### config.mk
export PLATFORM = sky130hd
export DESIGN_NAME = irq_flag_ctrl
export DESIGN_NICKNAME = d
export VERILOG_FILES = /design/src/rtl/irq_flag_ctrl.sv
export SDC_FILE = /design/constraint.sdc
export NUM_CORES = 1
export LEC_CHECK = 0
export BUFFER_PORTS_ARGS = -buffer_cell sky130_fd_sc_hd__clkbuf_2
export CAP_MARGIN = 20
export CORE_ASPECT_RATIO = 1.1
export CORE_MARGIN = 5
export CORE_UTILIZATION = 41
export DETAILED_ROUTE_END_ITERATION = 10
export PLACE_DENSITY = 0.88
export SYNTH_ARGS = -nofsm -noshare
export SYNTH_HDL_FRONTEND = slang
export SYNTH_SLANG_ARGS = --single-unit
### constraint.sdc
create_clock -name clk -period 1.54 [get_ports clk]
set_input_delay 0.154 -clock clk [delete_from_list [all_inputs] [get_ports clk]]
set_output_delay 0.154 -clock clk [all_outputs]
set_load 0.005 [all_outputs]
### src/rtl/irq_flag_ctrl.sv
module irq_flag_ctrl #(
  parameter int NUM_EVT = 4,
  parameter int AW = 6,
  parameter int DW = 8,
  parameter logic [5:0] GMSK_ADDR = 6'h3B,
  parameter logic [5:0] EMSK_ADDR = 6'h39,
  parameter logic [5:0] FLAG_ADDR = 6'h38,
  parameter int LVL_BIT = 6,
  localparam int VEC_W = $clog2(NUM_EVT + 1)
) (
  input  logic               clk,
  input  logic               rst_n,
  input  logic [NUM_EVT-1:0] evt,
  input  logic               lvl_req,
  input  logic [AW-1:0]      io_addr,
  input  logic               io_wr,
  input  logic [DW-1:0]      io_wdata,
  output logic [DW-1:0]      io_rdata,
  input  logic               gie_set,
  input  logic               gie_clr,
  input  logic               reti,
  input  logic               irq_ack,
  output logic               irq_req,
  output logic [VEC_W-1:0]   irq_vec,
  output logic               gie
);

  logic [NUM_EVT-1:0] flags, emask, clr;
  logic               lvl_en;
  logic [NUM_EVT:0]   live;

  assign live    = {flags & emask, lvl_req & lvl_en};
  assign irq_req = gie & (|live);

  always_comb begin
    irq_vec = '0;
    for (int i = NUM_EVT; i >= 0; i--)
      if (live[i]) irq_vec = VEC_W'(i);
  end

  always_comb begin
    clr = '0;
    if (io_wr && io_addr == FLAG_ADDR) clr = io_wdata[NUM_EVT-1:0];
    for (int i = 0; i < NUM_EVT; i++)
      if (irq_ack && irq_vec == VEC_W'(i + 1)) clr[i] = 1'b1;
  end

  always_comb begin
    io_rdata = '0;
    if (io_addr == GMSK_ADDR)      io_rdata[LVL_BIT] = lvl_en;
    else if (io_addr == EMSK_ADDR) io_rdata = DW'(emask);
    else if (io_addr == FLAG_ADDR) io_rdata = DW'(flags);
  end

  always_ff @(posedge clk) begin
    if (!rst_n) begin
      flags  <= '0;
      emask  <= '0;
      lvl_en <= 1'b0;
      gie    <= 1'b0;
    end else begin
      flags <= (flags & ~clr) | evt;
      if (io_wr && io_addr == GMSK_ADDR) lvl_en <= io_wdata[LVL_BIT];
      if (io_wr && io_addr == EMSK_ADDR) emask <= io_wdata[NUM_EVT-1:0];
      if (irq_ack)               gie <= 1'b0;
      else if (reti || gie_set)  gie <= 1'b1;
      else if (gie_clr)          gie <= 1'b0;
    end
  end


  ack_drops_gie_chk: assert property (@(posedge clk) disable iff (!rst_n)
    irq_ack |=> !gie);

  reti_sets_gie_chk: assert property (@(posedge clk) disable iff (!rst_n)
    (reti && !irq_ack) |=> gie);

  evt_sets_flag_chk: assert property (@(posedge clk) disable iff (!rst_n)
    (|evt) |=> ((flags & $past(evt)) == $past(evt)));

  w1c_clears_chk: assert property (@(posedge clk) disable iff (!rst_n)
    (io_wr && io_addr == FLAG_ADDR && evt == '0) |=> ((flags & $past(io_wdata[NUM_EVT-1:0])) == '0));

  lvl_needs_input_chk: assert property (@(posedge clk) disable iff (!rst_n)
    (irq_req && irq_vec == '0) |-> lvl_req);

  gmsk_reserved_zero_chk: assert property (@(posedge clk) disable iff (!rst_n)
    (io_addr == GMSK_ADDR) |-> ((io_rdata & ~(DW'(1) << LVL_BIT)) == '0));

  req_gated_chk: assert property (@(posedge clk) disable iff (!rst_n)
    (!gie) |-> !irq_req);

endmodule

==> summary by stage, run 1 <==
Power
The standby leakage power is 0.395 nW. For this design the ratio of total power to cell area is between 600 and 700 mW/mm². Summing internal, switching and leakage power gives 537 µW. The largest vdd supply drop is roughly 0.00037 V.

Clock tree
The clock latency on the worst-skew pair is 260 ps. The quantity of gates resized following cts is 0. The TritonCTS sink count is 10.

The buffer depth of the longest clock path is 2. After clock tree synthesis, the setup repair step added 0 buffers. Clock tree synthesis selected as its root buffer the cell sky130_fd_sc_hd__clkbuf_4. The cts-stage hold buffer count is 0. After clock tree synthesis, the clock-pin slew on the worst setup and hold paths is 60 ps. The H-tree depth is 1. Clock tree synthesis inserted a total of 3 buffers. The TritonCTS clock tree is done.

Global route
The number of global-route vias before repair is 628. The first global-routing pass estimated about 2400 µm of wire. For this run the aggregate overflow at the end of global routing stands at 0.

Entering global routing, the biggest net connects 17 pins. The initial antenna violation count is 0. For this run, the total global-route usage over all layers was measured as 0.133.

Cells and area
The commonest non-fill, non-tap cell in the layout is sky130_fd_sc_hd__clkbuf_2. The final net count is between 100 and 150. With fillers left out, the area of the finished cells amounts to 817 µm². The ratio of cells with drive above 1 in the final layout is 0.373. The top cell types in the final layout, fill and taps aside, are 32 x sky130_fd_sc_hd__clkbuf_2, 15 x sky130_fd_sc_hd__nand2_1, 10 x sky130_fd_sc_hd__dfxtp_1.

The signed area change from the synthesized netlist to the final layout is 26.8%. The count of fill cells added during filler insertion is between 100 and 150. The finished layout holds 127 standard cells, fillers aside.

The antenna diode count is 0.

Synthesis
The post-synthesis compound-gate area fraction is 0.177. A synthesized cell averages 8.16 µm². The Yosys step of the flow raised 0 warnings. The proportion of synthesized chip area in sequential cells is 0.311. The number of distinct library cells after synthesis is 28. The simple-gate share of the synthesized area is 0.283.

The combined area of all synthesized cells is 644 µm². The number of storage elements in the synthesis netlist is 10. The dominant cell type by area after synthesis is sky130_fd_sc_hd__dfxtp_1. After synthesis, the largest family of logic cells by area is simple AND/OR/NAND/NOR gates.

The area share of the largest cell type after synthesis is 0.311. After synthesis, the cell types taking the most area are sky130_fd_sc_hd__dfxtp_1 31%, sky130_fd_sc_hd__mux2i_1 14%, sky130_fd_sc_hd__nand2_1 8.7%. Of the total synthesized cell area, the portion taken by full adders, half adders and majority gates is 0.

Of the total synthesized cell area, the portion taken by XOR and XNOR cells is 0. The multiplexer fraction of the synthesized cell area is 0.140. Synthesis produced a netlist whose cell count is 79.

Critical path
Across all register-to-register paths, the minimum setup slack is 340 ps. For the worst setup path, the data required time is 1390 ps. The critical path endpoint category is an output port. Data on the critical path arrives at its endpoint at 1260 ps. STA classifies the critical path startpoint as a register. The critical path start-end classification is register to output port. The maximum fanout along the worst path is 5. The number of cells on the worst reg-to-reg path is 3. The worst register-to-register path begins at lvl_en$_SDFFE_PN0P_. The endpoint identified for the worst register-to-register timing path is flags[2]$_SDFF_PN0_.

Floorplanning
The I/O pin count is 39. The area of the core is 0.00154 mm². The initial core utilization is 0.419.

The die area is 0.00247 mm². In this run the core area contains 15 standard-cell rows. Measured along the x axis, the die boundary spans ~48 µm. Measured along the y axis, the die boundary spans 51.6 µm.

Timing
The largest clock skew in the final design is ~5.6 ps. Setup repair after global routing left no endpoint under its margin. The number of endpoints with negative hold slack in the final report came to 0. Of the available clock period, the critical path in the final layout requires 0.919.

Setup slack closes at roughly 120 ps. The maximum clock rate is 707 MHz. Setup violations remaining at the end of the flow were counted as 0. The number of max-slew violations in the final report is 0.

The final-layout setup total negative slack is 0 ps. The worst path needs 1420 ps of the cycle, external delays included.

Route
The detailed router finished its first iteration with 6 violations. After detailed routing, the number of vias per cell comes to approximately 5.2. The total wire length after detailed routing is approximately 1600 µm. The detailed router placed 666 vias in this run.

The detail route stage leaves a number of antenna-violating nets equal to 0. The number of remaining DRC errors is 0. The per-cell routed wire length is about 13 µm.

The number of iterations in the first detailed-routing pass is 4.

Placement
Prior to clock tree synthesis, the placed netlist has a worst setup slack of 293 ps. Routability-driven placement finished with a final weighted congestion of 0.818. The cell area after placement is 795 µm². The placed cell count is between 100 and 150. After legalization and detailed placement, the total HPWL measured 1340 µm.

Port buffering added 32 buffers.

Min path
The worst min-delay path endpoint is lvl_en$_SDFFE_PN0P_. The startpoint identified for the worst hold timing path is io_wdata[6]. Counting instances, the worst hold path has a depth of 3. The path class of the tightest hold or removal check is input port to register.

Job
The total of max-cap violations is 0.

Status
The flow ran to the end, and the final reports show no timing, DRC or antenna violations.
registers in the layout (all words and copies together), names as in the netlist:
signal / count
emask: 4
flags: 4
lvl_en: 1
gie: 1
logic make-up after synthesis:
logic type / Yosys count
AND/OR/NAND/NOR: 35
AO/OA/AOI/OAI: 14
flip-flops: 10
buffers and inverters: 10
multiplexers: 9
other: 1
metal layers:
layer,vias to the layer above,part of all wire,wire length (µm),GRT usage
li1,343,-,-,-
met1,297,0.39,626,0.141
met2,24,0.51,830,0.229
met3,2,0.090,146,0.0242
met4,0,0.0087,14,0.0807
met5,-,0,0,0
through the flow:
step,hold WS [ps],util
2_1_floorplan,287,-
3_3_place_gp,371,0.516
3_5_place_dp,392,0.516
4_1_cts,119,0.531
5_1_grt,121,0.531
6_report,119,0.531
critical path, cell delays in order (launching register included):
cell,delay [ps]
sky130_fd_sc_hd__dfxtp_1,340
sky130_fd_sc_hd__a22oi_1,340
sky130_fd_sc_hd__nand2_1,100
sky130_fd_sc_hd__nor2_1,110
sky130_fd_sc_hd__clkbuf_2,120
cell usage after synthesis, drive strengths merged:
cell,number
and4b,2
mux2i,9
inv,4
nand2b,3
o221a,3
a31oi,3
or2b,1
conb,1
nor2b,1
a41oi,1
a22oi,2
buf,4
and3b,1
clkbuf,2
nor2,7
a32oi,1
and4,1
nor4bb,1
a21oi,2
nand2,15
a22o,1
dfxtp,10
o21ai,1
nand4,2
nand3,1
report_power, final:
group | internal, mW | leakage (nW) | switching (mW)
combinational | 0.0450 | 0.299 | 0.0409
sequential | 0.269 | 0.0822 | 0.00861
clock | 0.0900 | 0.0138 | 0.0838
total | 0.404 | 0.395 | 0.133
worst max path at each step:
stage / cells after the start / end / start
after global placement: 5 / io_rdata[0] / io_addr[2]
after floorplan: 3 / flags[2]$_SDFF_PN0_ / flags[0]$_SDFF_PN0_
after CTS: 4 / irq_vec[2] / emask[2]$_SDFFE_PN0P_
after global routing: 4 / irq_vec[2] / emask[2]$_SDFFE_PN0P_
final: 4 / irq_vec[2] / emask[2]$_SDFFE_PN0P_
after detailed placement: 5 / io_rdata[1] / io_addr[2]
final cells by class:
class / instances / area, µm² / share of cell area
clock buffers: 3 / 22.5 / 0.0276
inverters: 4 / 15.0 / 0.0184
multi-input cells: 61 / 398 / 0.487
flip-flops and latches: 10 / 200 / 0.245
well taps: 17 / 21.3 / 0.0260
repair buffers: 32 / 160 / 0.196
Note: power is estimated with default switching activity, not from simulation.
==> run 2, diff against run 1 <==
ABC_AREA = 1   (was not set)
CORE_UTILIZATION = 43   (was 41)
REMOVE_ABC_BUFFERS = 1   (was not set)
==> run 2 against run 1 <==
  * Combinational power increased by 10%
  * Cell area increased by 11%
  * Utilization increased by 4.6 points
  * Highest routed layer unchanged
  * Die area increased by 5.0%
  * Via count increased by 20%
  * Total power increased by 13%
  * Synthesized area increased by 11%
  * Critical path depth increased by 1
  * Count of clock-buffer cells in the layout increased by 1
  * Worst setup slack improved by 68 ps
==> summary by stage, run 2 <==
Min path
The hold path depth is 3 (unchanged). The path type of the worst min-delay path is input port to register. The worst min-delay path endpoint is flags[1]$_SDFF_PN0_. The startpoint identified for the worst hold timing path is evt[1].

Synthesis
The combined area of all synthesized cells came to 718 µm² (+11%). The commonest cells after synthesis are 21 x sky130_fd_sc_hd__nand2_1, 18 x sky130_fd_sc_hd__nor2_1, 11 x sky130_fd_sc_hd__inv_1, 11 x sky130_fd_sc_hd__nand3_1, 10 x sky130_fd_sc_hd__dfxtp_1. The most used flip-flop cell after synthesis is sky130_fd_sc_hd__dfxtp_1. Ranked by total cell area, the synthesized netlist is headed by sky130_fd_sc_hd__dfxtp_1 28%, sky130_fd_sc_hd__nand2_1 11%, sky130_fd_sc_hd__nor2_1 9.4%. The gate count after technology mapping is 106 (+34%).

The number of synthesized flops with an enable pin is 0 (unchanged). The number of distinct library cells after synthesis was 22 (-21%). The area share of the largest cell type after synthesis is 0.279 (-0.0319). The fraction of synthesis flops using an asynchronous set or reset pin came to 0 (unchanged).

By instance count, the leading cell after synthesis is sky130_fd_sc_hd__nand2_1. Of all cell types, the one taking the most synthesized area is sky130_fd_sc_hd__dfxtp_1. The number of storage elements in the synthesis netlist is 10 (unchanged).

The mean cell area of the mapped netlist was 6.78 µm² (-17%). The count of warnings emitted by yosys came to 0 (unchanged). The proportion of synthesized chip area in sequential cells was 0.279 (-0.0319).

Critical path
The longest individual stage delay on the worst path was 370 ps (+30 ps). The slowest stage of the critical path belongs to the cell sky130_fd_sc_hd__dfxtp_1. The data required time of the worst path was 1390 ps (about the same).

The critical path in this run is classified as register to output port. The cell type with the highest occurrence count on the critical path is sky130_fd_sc_hd__nand2_1. The slack of the worst reg-to-reg path is 350 ps (about the same). The endpoint of the most critical register-to-register path is flags[0]$_SDFF_PN0_. The maximum fanout along the worst path is 3 (-2). The critical path endpoint category is an output port. The worst setup path is launched from a register. The worst register-to-register path begins at flags[0]$_SDFF_PN0_. The number of buffers and inverters on the critical path is 1 (unchanged). The signal on the critical path passes through nand2_1 -> nand2_1 -> nor2_1 -> a21boi_1 -> clkbuf_2. The data arrival time at the worst-slack endpoint is 1190 ps (-70 ps). The logic depth of the worst register-to-register path is 9 (+6). The cell class contributing the biggest share of worst-path delay is flip-flops.

Timing
The number of failing setup endpoints in the final timing report is 0 (unchanged). The number of max-slew violations in the final report is 0 (unchanged). The fraction of the cycle the final worst path needs came to 0.875 (-0.0440). The maximum clock rate is 742 MHz (+5.0%). The final critical-path required period came to 1350 ps (-67.8 ps).

The largest clock skew in the final design came to 1.85 ps (-3.73 ps). Setup repair after global routing left no endpoint under its margin. The number of endpoints with negative hold slack in the final report came to 0 (unchanged).

The final-layout setup total negative slack is 0 ps (unchanged).

Cells and area
Compared with the post-synthesis result, the final layout area differs by 26.7%. The final net count was 167 (+21%). The library cells used most frequently in the layout, excluding fill and tap cells, are 32 x sky130_fd_sc_hd__clkbuf_2, 21 x sky130_fd_sc_hd__nand2_1, 18 x sky130_fd_sc_hd__nor2_1.

The final cell count without fillers was 157 (+24%). The largest registers in the layout are emask x4, flags x4. The antenna diode count is 0 (unchanged). The ratio of cells with drive above 1 in the final layout is 0.343 (-0.0299). The commonest non-fill, non-tap cell in the layout is sky130_fd_sc_hd__clkbuf_2.

Placement
The post-DP HPWL is 1450 µm (+8.2%). The quantity of I/O buffers inserted on ports is 32 (unchanged). The placed cell count is 153 (+23%). The routability congestion estimate is 0.917 (+12%).

Clock tree
The clock-pin slew of the registers on the worst-case setup and hold paths is 70 ps (about the same). The clock latency on the worst-skew pair came to 260 ps (about the same). The quantity of gates resized following cts is 0 (unchanged). TritonCTS built the clock tree. The number of buffers inserted to repair setup after CTS came to 0 (unchanged). The TritonCTS sink count was 10 (unchanged). The cts-stage hold buffer count is 0 (unchanged). In this run the clock root is driven by a sky130_fd_sc_hd__clkbuf_4. The number of buffers created by CTS was 3 (unchanged). The buffer depth of the longest clock path is 2 (unchanged). The H-tree depth is 1 (unchanged).

Route
The number of iterations in the first detailed-routing pass is 4 (unchanged). The count of vias placed by the detailed router is 798 (+20%). The per-cell routed wire length is 11.0 µm (-13%). The vias per cell is 5.08 (-3.1%). The number of DRC violations after detailed-routing iteration 0 was 17 (+11). The total wire length after detailed routing came to 1730 µm (+7.0%). The remaining antenna violation count after routing is 0 (unchanged). The number of remaining DRC errors is 0 (unchanged).

Floorplanning
The area of the core is 0.00158 mm² (+2.4%). The die area is 0.00259 mm² (+5.0%). The cell row count is 15 (unchanged). The I/O pin count is 39 (unchanged). The die outline width was 49.0 µm (+2.4%). The initial core utilization is 0.456 (+0.0369). The height of the die is 52.9 µm (+2.5%).

Global route
The global-route track usage on met1 was 0.138 (-0.00283). The initial antenna violation count came to 0 (unchanged). The first-pass GRT wire length is 2940 µm (+21%). The overall track demand over capacity in global routing came to 0.142 (+0.00947). The maximum number of pins on one net before global-route repair was 14 (-3). The overflow left after global routing was 0 (unchanged). The number of global-route vias before repair is 756 (+20%). The most crowded layer after global routing is met2. The met2 usage in global routing came to 0.272 (+0.0427). The met3 track demand over resource is 0.0423 (+0.0180).

Power
The sequential group share of total power was 0.457 (-0.060). The internal power summed over all cells came to 454 µW (+12%). The clock network power share is 0.387 (+0.063).

The power dissipated by switching net loads was 151 µW (+13%). The logic gate share of total power is 0.156 (-0.004). The standby leakage power was 0.538 nW (+36%). The power density of the placed cells is 665 mW/mm² (+1.1%). The largest vdd supply drop was 0.000468 V (+26%). The switching share of power is 0.250 (+0.00174).

Status
The run finished with clean final reports.

Job
The total of max-cap violations is 0 (unchanged).
==> run 2: worst max path at each step <==
| stage | cells past startpoint | from | end | slack, ps |
|---|---|---|---|---|
| 2_1_floorplan | 9 | lvl_en$_SDFFE_PN0P_ | flags[0]$_SDFF_PN0_ | 550 |
| 3_3_place_gp | 9 | io_addr[2] | emask[2]$_SDFFE_PN0P_ | 370 |
| 3_5_place_dp | 9 | io_addr[2] | emask[1]$_SDFFE_PN0P_ | 350 |
| 4_1_cts | 5 | flags[0]$_SDFF_PN0_ | irq_req | 200 |
| 5_1_grt | 5 | flags[0]$_SDFF_PN0_ | irq_req | 110 |
| 6_report | 5 | flags[0]$_SDFF_PN0_ | irq_req | 190 |
==> run 2: routing by layer <==
layer	vias up	share of wire
li1	400	-
met1	353	0.34
met2	40	0.55
met3	5	0.092
met4	0	0.017
met5	-	0
==> run 2: power groups by stage <==
stage	Clock [mW]	Combinational [mW]	Sequential [mW]
5_1_grt	0.251	0.105	0.277
3_5_place_dp	0	0.0941	0.282
2_1_floorplan	0	0.0476	0.280
4_1_cts	0.242	0.0951	0.276
3_3_place_gp	0	0.0912	0.282
6_report	0.234	0.0945	0.276
==> run 2: kinds of logic after synthesis <==
family / after synthesis / synth area share
flip-flops: 10 / 0.279
buffers and inverters: 20 / 0.150
other: 1 / 0.00522
AO/OA/AOI/OAI: 10 / 0.0767
AND/OR/NAND/NOR: 65 / 0.490
==> run 2: worst reg2reg max path, stage by stage (launching register included) <==
cell and delay, ps:
sky130_fd_sc_hd__dfxtp_1 370, sky130_fd_sc_hd__nand2_1 120, sky130_fd_sc_hd__nand2_1 130, sky130_fd_sc_hd__inv_1 50, sky130_fd_sc_hd__nand2_1 100, sky130_fd_sc_hd__nand2_1 60
sky130_fd_sc_hd__nor2_1 90, sky130_fd_sc_hd__nor2_1 50, sky130_fd_sc_hd__nor2_1 90, sky130_fd_sc_hd__nor2_1 40
==> run 2: area by class of cell <==
class / instances / area [µm²]
clock buffer: 4 / 36.3
multi-input combinational: 78 / 418
fill: 157 / 667
inverter: 16 / 73.8
sequential: 10 / 200
timing repair buffer: 32 / 160
tap: 17 / 21.3
==> run 2: through the flow <==
stage	instance area (µm²)	util	setup slack [ps]	total power [mW]	hold WS [ps]
floorplan	692	-	548	0.328	232
global placement	873	0.554	375	0.373	366
detailed placement	873	0.554	352	0.376	383
CTS	910	0.577	197	0.612	97.7
global route	910	0.577	108	0.633	110
finish	910	0.577	192	0.605	101
